`config.mk`:
```
export PLATFORM = sky130hd
export DESIGN_NAME = serial_rx_framer
export DESIGN_NICKNAME = d
export VERILOG_FILES = /design/src/rtl/srx_pkg.sv /design/src/rtl/srx_classify.sv /design/src/rtl/srx_deser.sv /design/src/rtl/srx_status.sv /design/src/rtl/serial_rx_framer.sv
export SDC_FILE = /design/constraint.sdc
export NUM_CORES = 1
export LEC_CHECK = 0
export BUFFER_PORTS_ARGS = -buffer_cell sky130_fd_sc_hd__buf_2
export CAP_MARGIN = 20
export CORE_MARGIN = 4
export CORE_UTILIZATION = 40
export DETAILED_ROUTE_END_ITERATION = 10
export PLACE_DENSITY_LB_ADDON = 0.12
export SLEW_MARGIN = 20
export SYNTH_ARGS = -nofsm -noshare
export SYNTH_HDL_FRONTEND = slang
export SYNTH_HIERARCHICAL = 1
export SYNTH_SLANG_ARGS = --single-unit
```
`constraint.sdc`:
```
create_clock -name clk_i -period 3 [get_ports clk_i]
set_clock_uncertainty 0.2 [all_clocks]
set_input_delay 0.3 -clock clk_i [delete_from_list [all_inputs] [get_ports clk_i]]
set_output_delay 0.3 -clock clk_i [all_outputs]
set_load 0.01 [all_outputs]
```
`src/rtl/srx_pkg.sv`:
```
package srx_pkg;
  typedef logic [1:0] dly_t;

  // delay code 3 is treated as the largest legal delay
  function automatic dly_t clamp_dly(input dly_t d);
    return (d == 2'd3) ? 2'd2 : d;
  endfunction
endpackage

```
`src/rtl/srx_classify.sv`:
```
module srx_classify #(
  parameter int ELEM_W = 8,
  localparam int BW = $clog2(ELEM_W + 1),
  localparam int SW = BW + 1
) (
  input  logic          en_i,
  input  logic          fsync_i,
  input  logic          ignore_i,
  input  srx_pkg::dly_t dly_i,
  input  logic          pend_i,
  input  logic [1:0]    pend_cnt_i,
  input  logic          active_i,
  input  logic [BW-1:0] left_i,
  output logic          accept_o,
  output logic          abort_o
);
  logic [SW-1:0] span;
  logic          unexp;

  // edges from now up to and including the last bit of the element in flight
  always_comb begin
    if (pend_i) span = SW'(pend_cnt_i) - SW'(1) + SW'(ELEM_W);
    else        span = SW'(left_i);
  end

  assign unexp    = (pend_i | active_i) & (SW'(dly_i) < span);
  assign accept_o = en_i & fsync_i & ~unexp;
  assign abort_o  = en_i & fsync_i & unexp & ~ignore_i;
endmodule

```
`src/rtl/srx_deser.sv`:
```
module srx_deser #(
  parameter int ELEM_W = 8,
  localparam int BW = $clog2(ELEM_W + 1)
) (
  input  logic              clk_i,
  input  logic              rst_ni,
  input  logic              en_i,
  input  logic              data_i,
  input  srx_pkg::dly_t     dly_i,
  input  logic              accept_i,
  input  logic              abort_i,
  output logic              pend_o,
  output logic [1:0]        pend_cnt_o,
  output logic              active_o,
  output logic [BW-1:0]     left_o,
  output logic              done_o,
  output logic [ELEM_W-1:0] elem_o
);
  logic [ELEM_W-1:0] sr_q;
  logic [BW-1:0]     left_q;
  logic              act_q, pend_q;
  logic [1:0]        pcnt_q;
  logic              new_start, pend_fire, start_now;

  assign new_start = accept_i | abort_i;
  assign pend_fire = pend_q & (pcnt_q == 2'd1) & ~new_start;
  assign start_now = (new_start & (dly_i == 2'd0)) | pend_fire;
  assign elem_o    = {sr_q[ELEM_W-2:0], data_i};
  assign done_o    = en_i & act_q & ~abort_i & (left_q == BW'(1));

  assign pend_o     = pend_q;
  assign pend_cnt_o = pcnt_q;
  assign active_o   = act_q;
  assign left_o     = left_q;

  always_ff @(posedge clk_i or negedge rst_ni) begin
    if (!rst_ni) begin
      sr_q   <= '0;
      left_q <= '0;
      act_q  <= 1'b0;
      pend_q <= 1'b0;
      pcnt_q <= 2'd0;
    end else if (!en_i) begin
      act_q  <= 1'b0;
      pend_q <= 1'b0;
      left_q <= '0;
    end else begin
      if (new_start) begin
        pend_q <= (dly_i != 2'd0);
        pcnt_q <= dly_i;
      end else if (pend_q) begin
        pend_q <= (pcnt_q != 2'd1);
        pcnt_q <= pcnt_q - 2'd1;
      end

      if (start_now) begin
        sr_q   <= elem_o;
        left_q <= BW'(ELEM_W - 1);
        act_q  <= 1'b1;
      end else if (abort_i) begin
        act_q  <= 1'b0;
        left_q <= '0;
      end else if (act_q) begin
        sr_q   <= elem_o;
        left_q <= left_q - BW'(1);
        if (left_q == BW'(1)) act_q <= 1'b0;
      end
    end
  end
endmodule

```
`src/rtl/srx_status.sv`:
```
module srx_status #(
  parameter int ELEM_W = 8
) (
  input  logic              clk_i,
  input  logic              rst_ni,
  input  logic              en_i,
  input  logic              done_i,
  input  logic [ELEM_W-1:0] elem_i,
  input  logic              abort_i,
  input  logic              rd_i,
  input  logic              err_wr_i,
  input  logic              err_wdata_i,
  input  logic [1:0]        int_mode_i,
  output logic [ELEM_W-1:0] rdata_o,
  output logic              full_o,
  output logic              err_o,
  output logic              irq_o
);
  logic [ELEM_W-1:0] hold_q;
  logic              full_q, err_q, done_q;

  always_ff @(posedge clk_i or negedge rst_ni) begin
    if (!rst_ni) begin
      hold_q <= '0;
      full_q <= 1'b0;
      err_q  <= 1'b0;
      done_q <= 1'b0;
    end else begin
      done_q <= done_i;
      if (done_i) hold_q <= elem_i;

      if (!en_i)       full_q <= 1'b0;
      else if (done_i) full_q <= 1'b1;
      else if (rd_i)   full_q <= 1'b0;

      // hardware set wins over a same-cycle software write
      if (!en_i)         err_q <= 1'b0;
      else if (abort_i)  err_q <= 1'b1;
      else if (err_wr_i) err_q <= err_wdata_i;
    end
  end

  assign rdata_o = hold_q;
  assign full_o  = full_q;
  assign err_o   = err_q;
  assign irq_o   = (int_mode_i == 2'b11) ? err_q : done_q;
endmodule

```
`src/rtl/serial_rx_framer.sv`:
```
module serial_rx_framer #(
  parameter int ELEM_W = 8,
  localparam int BW = $clog2(ELEM_W + 1)
) (
  input  logic              clk_i,
  input  logic              rst_ni,
  input  logic              rx_en_i,
  input  logic              fsync_i,
  input  logic              data_i,
  input  logic [1:0]        delay_i,
  input  logic              ignore_i,
  input  logic [1:0]        int_mode_i,
  input  logic              rd_i,
  input  logic              err_wr_i,
  input  logic              err_wdata_i,
  output logic [ELEM_W-1:0] rdata_o,
  output logic              full_o,
  output logic              sync_err_o,
  output logic              irq_o
);
  srx_pkg::dly_t     dly;
  logic              accept, abort, pend, active, done;
  logic [1:0]        pend_cnt;
  logic [BW-1:0]     left;
  logic [ELEM_W-1:0] elem;

  assign dly = srx_pkg::clamp_dly(delay_i);

  srx_classify #(.ELEM_W(ELEM_W)) u_classify (
    .en_i      (rx_en_i),
    .fsync_i   (fsync_i),
    .ignore_i  (ignore_i),
    .dly_i     (dly),
    .pend_i    (pend),
    .pend_cnt_i(pend_cnt),
    .active_i  (active),
    .left_i    (left),
    .accept_o  (accept),
    .abort_o   (abort)
  );

  srx_deser #(.ELEM_W(ELEM_W)) u_deser (
    .clk_i     (clk_i),
    .rst_ni    (rst_ni),
    .en_i      (rx_en_i),
    .data_i    (data_i),
    .dly_i     (dly),
    .accept_i  (accept),
    .abort_i   (abort),
    .pend_o    (pend),
    .pend_cnt_o(pend_cnt),
    .active_o  (active),
    .left_o    (left),
    .done_o    (done),
    .elem_o    (elem)
  );

  srx_status #(.ELEM_W(ELEM_W)) u_status (
    .clk_i      (clk_i),
    .rst_ni     (rst_ni),
    .en_i       (rx_en_i),
    .done_i     (done),
    .elem_i     (elem),
    .abort_i    (abort),
    .rd_i       (rd_i),
    .err_wr_i   (err_wr_i),
    .err_wdata_i(err_wdata_i),
    .int_mode_i (int_mode_i),
    .rdata_o    (rdata_o),
    .full_o     (full_o),
    .err_o      (sync_err_o),
    .irq_o      (irq_o)
  );
endmodule

```
Word-level counts from Yosys, hierarchy flattened --
Index checks and enable logic that the tools add are counted.
Cells by class: $add $sub $neg 4, $lt $le $gt $ge 1, equal/unequal tests 9, multiplexer cells 26, bitwise operators 18, reduce and logical (&&, ||, !) cells 6
Operators with widths (count):
- 7-bit two-way mux | 3
- 4-bit two-way mux | 4
- 1-bit two-way mux | 15
- 1-bit AND | 11
- 2-bit two-way mux | 3
- 3-bit by 1-bit != test with 1-bit output, second input constant | 2
- 2-bit nonzero test | 3
- 5-bit by 4-bit adder with 5-bit output, second input constant | 1
- 2-bit by 5-bit less-than comparator with 1-bit output | 1
- 5-bit two-way mux | 1
- 2-bit == test, second input constant | 2
- 4-bit by 1-bit == test with 1-bit output, second input constant | 1
- 4-bit by 1-bit != test with 1-bit output, second input constant | 1
- 1-bit inverter | 4
- 4-bit by 1-bit subtractor with 4-bit output, second input constant | 1
- 1-bit OR | 3
- 3-bit AND reduction | 1
- 2-bit by 1-bit subtractor with 3-bit output, second input constant | 1
- 2-bit by 1-bit == test with 1-bit output, second input constant | 1
- 2-bit zero test | 1
- 2-bit by 1-bit != test with 1-bit output, second input constant | 1
- 2-bit != test, second input constant | 1
- 2-bit AND reduction | 1
- 2-bit by 1-bit subtractor with 2-bit output, second input constant | 1
Storage, ports and cells: register bits 26, output and inout port bits 11

Depth between registers and ports, before layout --
depth in word-level cells 13, gate-level depth with buffers 13, gate-level depth less buffers 11

By module --
Netlist, hierarchy kept.
By module, submodules not included:
- srx_deser | instances 1, cells an instance 90, area an instance 944.7 µm², sequential area each 375.4 µm²
- srx_status | instances 1, cells an instance 26, area an instance 424.2 µm², sequential area each 275.3 µm²
- srx_classify | instances 1, cells an instance 14, area an instance 106.4 µm², sequential area each 0.0 µm²
- serial_rx_framer | instances 1, cells an instance 2, area an instance 10.0 µm², sequential area each 0.0 µm²

Worst setup path after synthesis --
No wires, ideal clock.
path type flip-flop to flip-flop, start reg u_deser.pcnt_q[0] (netlist: u_deser/pend_cnt_o[0]), end reg u_status.hold_q[0] (netlist: u_status/rdata_o[0]), library setup time 125 ps, arrival 2295 ps, required time 2675 ps, setup slack 380 ps, cell stages (with the launch flop) 12, path buffers 2, cell sequence dfrtp_1 > inv_1 > ha_1 > nand2_1 > o21ai_0 > ha_1 > a21oi_2 > o31a_1 > buf_6 > and4b_1 > buf_6 > mux2_2
On the way: word-level cells in the longest chain between the ends 10
Ends and longest elaborated chain:
- start: declaration | RTL line srx_deser.sv:22 | logic [1:0] pcnt_q;
- start signal: assignment | RTL line srx_deser.sv:50 | pcnt_q <= dly_i;
- start signal: assignment | RTL line srx_deser.sv:53 | pcnt_q <= pcnt_q - 2'd1;
- 2-bit by 1-bit subtractor with 3-bit output | RTL line srx_classify.sv:22 | if (pend_i) span = SW'(pend_cnt_i) - SW'(1) + SW'(ELEM_W);
- 5-bit by 4-bit adder with 5-bit output | RTL line srx_classify.sv:22
- 5-bit two-way mux | RTL line srx_classify.sv:22
- 2-bit by 5-bit less-than comparator with 1-bit output | RTL line srx_classify.sv:26 | assign unexp = (pend_i | active_i) & (SW'(dly_i) < span);
- 1-bit AND | RTL line srx_classify.sv:26
- 1-bit AND (2 in a row) | RTL line srx_classify.sv:28 | assign abort_o = en_i & fsync_i & unexp & ~ignore_i;
- net abort | RTL line serial_rx_framer.sv:22 | logic accept, abort, pend, active, done;
- 1-bit inverter | RTL line srx_deser.sv:29 | assign done_o = en_i & act_q & ~abort_i & (left_q == BW'(1));
- 1-bit AND (2 in a row) | RTL line srx_deser.sv:29
- net done | RTL line serial_rx_framer.sv:22
- end signal: assignment | RTL line srx_status.sv:30 | if (done_i) hold_q <= elem_i;
- end: declaration | RTL line srx_status.sv:19 | logic [ELEM_W-1:0] hold_q;
The timed path passes the listed nets, and every way through them passes these cells. A chain may end at the register's enable or synchronous reset.

Worst setup path after layout --
start reg u_deser.pcnt_q[0] (netlist: u_deser/pend_cnt_o[0]), end reg u_deser.pcnt_q[1] (netlist: u_deser/pend_cnt_o[1])
On the way: word-level cells in the longest chain between the ends 10, elaborated cells between the ends (all ways) 15, classes of those cells add/sub: 3; order compare: 1; mux: 3; bitwise: 6; reduce/logical: 2
Ends and longest elaborated chain:
- 2-bit by 1-bit subtractor with 3-bit output (*) | RTL line srx_classify.sv:22
- 5-bit by 4-bit adder with 5-bit output (*) | RTL line srx_classify.sv:22
- 5-bit two-way mux (*) | RTL line srx_classify.sv:22
- 2-bit by 5-bit less-than comparator with 1-bit output (*) | RTL line srx_classify.sv:26
- 1-bit AND (*) | RTL line srx_classify.sv:26
- 1-bit AND (*) (2 in a row) | RTL line srx_classify.sv:28
- net abort | RTL line serial_rx_framer.sv:22
- 1-bit OR (*) | RTL line srx_deser.sv:25 | assign new_start = accept_i | abort_i;
- 2-bit nonzero test (no source line)
- 2-bit AND reduction (no source line)
The timed path passes the listed nets; every way through them passes the cells marked *. The select of a mux whose other input is x is not followed.

==> reports/summary.txt <==
# Max-Cap Violations = 0
gr ovfl total = 0
pwr/cell area = 696 nW/um2
CTS Sinks = 26
Placed Instances = 198
GP Congestion = 0.777
Max Freq = 363 MHz
# rows = 21
Finish-stage setup viols = 0
P&R area growth vs syn = 15.8%
initial core utilization = 0.428
worst hold path class = in2reg
Leak = 0.806 nW
Synth area leaders = dfrtp_1, mux2_2, o211ai_2, ha_1, o2111ai_1
Final Max Tran Viols = 0
largest net degree at the start of global routing = 27
Fin Setup TNS = 0 ps
Tcrit/Tclk final = 0.919
hpwl dp = 2040 um
critical path arrival = 2720 ps
RSZ-0062 raised after global routing = false
status = complete, no violations
WL/cell = 14.3 um
Clock Path Buffers = 2
crit path capture type = flip-flop
vias in the first global route = 1057
PostCTS Resize Cnt = 0
final wirelength = 2890 um
Die X = 68.9 um
Synth Warn # = 6
Routed Antenna Nets = 0
initial antenna violation count = 0
Placed Area = 1640 um2
part of the Yosys area used for sequential elements = 0.438
actual transition at the worst max-transition pin = 592 ps
CP max FO = 7
Core ar. = 3470 um2
Synth cell types = 39
Slew HR = 0.606
crit path launch type = flip-flop
Final Hold Fails = 0
area leader, netlist = dfrtp_1
DIE AREA = 4750 um2
clock latency on the worst-skew pair = 270 ps
sequential cell area = 651 um2
CTS tree = yes
share of layout cells above drive strength 1 = 0.363
minimum clock period = 2760 ps
H-tree Lvls = 1
drt pass-1 iters = 4
Syn Nets = 150
port bufs = 23
Seq cells post-synth = 26
CTS buffer count = 3
first-pass GRT wire length = 4850 um
number of fill cells = 331
DRC = 0
critical path class = reg2reg
Inserted Diodes = 0
Die Ht = 68.9 um
global-route usage over all layers = 0.137
clk root buf = clkbuf_8
Reg clk slew, reported paths = 90 ps
Synth Cell Area = 1490 um2
final cell count without fillers = 203
required time of the critical path = 2960 ps
area of the multi-input gates = 743 um2
Syn Inst Count = 132
Nets = 176
I/O Pins = 24
via count = 1067
synthesized area per cell = 11.3 um2
mean number of vias per cell = 5.26
VDD IR-drop max = 0.242 mV
initial DRC count = 46
fin area = 1720 um2
Pwr Total = 0.00120 W
area share of the largest cell type after synthesis = 0.438
## report_power, final
part	leakage [nW]	switching [W]	total, W	internal [W]
Sequential	0.325	0.0000807	0.000529	0.000448
Clock	0.0357	0.000109	0.000287	0.000178
Combinational	0.446	0.000188	0.000381	0.000193
## cell type report
| cell class | instances | area share |
|---|---|---|
| Clock inverter | 1 | 0.0175 |
| Tap cell | 46 | 0.0335 |
| Multi-Input combinational cell | 90 | 0.432 |
| Sequential cell | 26 | 0.378 |
| Clock buffer | 3 | 0.0240 |
| Inverter | 7 | 0.0153 |
| Timing Repair Buffer | 30 | 0.0990 |
## synthesized netlist by cell type
cell type,n
nor2b_1,3
buf_4,2
nand4bb_1,1
a21bo_2,1
o21ai_0,2
o2bb2ai_1,1
o211ai_2,7
o21bai_4,1
mux2_2,9
ha_1,5
a21oi_1,1
nor4_2,2
or2_1,1
a21oi_2,1
o211a_4,1
o31a_1,1
buf_2,1
and4b_1,1
a211oi_1,1
a22oi_1,1
o21a_1,7
nor4b_1,1
nor2_1,5
nand2b_4,1
o2111ai_1,7
buf_6,3
mux2_1,1
clkinv_1,1
o22ai_1,1
inv_1,6
nand2_1,16
dfrtp_1,26
xnor2_1,2
o21ai_2,1
nor3b_1,2
a22o_1,2
nand2b_1,3
clkbuf_1,3
nand3b_1,1
## final timing paths
check	start	to	slack, ps	cells past startpoint
min	data_i	u_status/rdata_o[0]$_DFFE_PN0P_	80	2
max in group asynchronous	rst_ni	u_deser/sr_q[5]$_DFFE_PN0P_	1850	2
max reg2reg	u_deser/pend_cnt_o[0]$_DFFE_PN0P_	u_deser/pend_cnt_o[1]$_DFFE_PN0P_	240	11
max	u_deser/pend_cnt_o[0]$_DFFE_PN0P_	u_deser/pend_cnt_o[1]$_DFFE_PN0P_	240	11
min in group asynchronous	rst_ni	u_deser/pend_cnt_o[0]$_DFFE_PN0P_	360	2
min reg2reg	u_status/rdata_o[4]$_DFFE_PN0P_	u_status/rdata_o[4]$_DFFE_PN0P_	310	1
## flip-flops by register name, summed over array words and instances (netlist names)
signal	cells
u_status/rdata_o	8
u_deser/sr_q	7
u_deser/left_o	4
u_deser/pend_cnt_o	2
u_deser/active_o	1
u_deser/pend_o	1
u_status/done_q	1
u_status/err_o	1
u_status/full_o	1
## stage by stage
| step | hold slack (ps) | util | setup slack [ps] |
|---|---|---|---|
| 5_1_grt | 70.9 | 0.496 | 141 |
| 3_3_place_gp | 135 | 0.472 | 334 |
| 3_5_place_dp | 138 | 0.472 | 289 |
| 4_1_cts | 73.6 | 0.496 | 261 |
| 2_1_floorplan | -196 | - | 380 |
| 6_report | 78.1 | 0.496 | 244 |
## worst max-delay path: stages, from the launching register on
cell and delay [ps]:
dfrtp_1 400, inv_1 60, ha_1 290, nand2_1 70, o21ai_0 80, ha_1 300, a21oi_2 60, o31a_1 330
buf_4 190, or2_1 260, a22o_1 250, a22o_1 170
## logic make-up after synthesis
| group | share of synthesized area |
|---|---|
| XOR/XNOR | 0.0118 |
| multiplexers | 0.0758 |
| AND/OR/NAND/NOR | 0.144 |
| adder cells (fa/ha/maj) | 0.0421 |
| buffers and inverters | 0.0615 |
| flip-flops | 0.438 |
| AO/OA/AOI/OAI | 0.227 |
## metal layers
layer	share of wire	routed length (um)	track usage	up-vias
li1	-	-	-	528
met1	0.50	1450	0.190	520
met2	0.46	1320	0.213	17
met3	0.036	103	0.0194	2
met4	0.0079	23	0.0584	0
met5	0	0	0	-
## placed cells by master, fill, tap and decap left out, types with 6 or more instances in the layout
cell / count
o2111ai_1: 7
dfrtp_1: 26
buf_4: 6
o21a_1: 7
inv_1: 6
buf_2: 23
o211ai_2: 7
mux2_2: 9
nand2_1: 16
## what timing repair did
item,4_1_cts,5_1_grt
endpoints found under the setup margin,0,0
endpoints found under the hold margin,26,0
buffers inserted,0,0
hold buffers,1,0
Note: power is estimated with default switching activity, not from simulation.
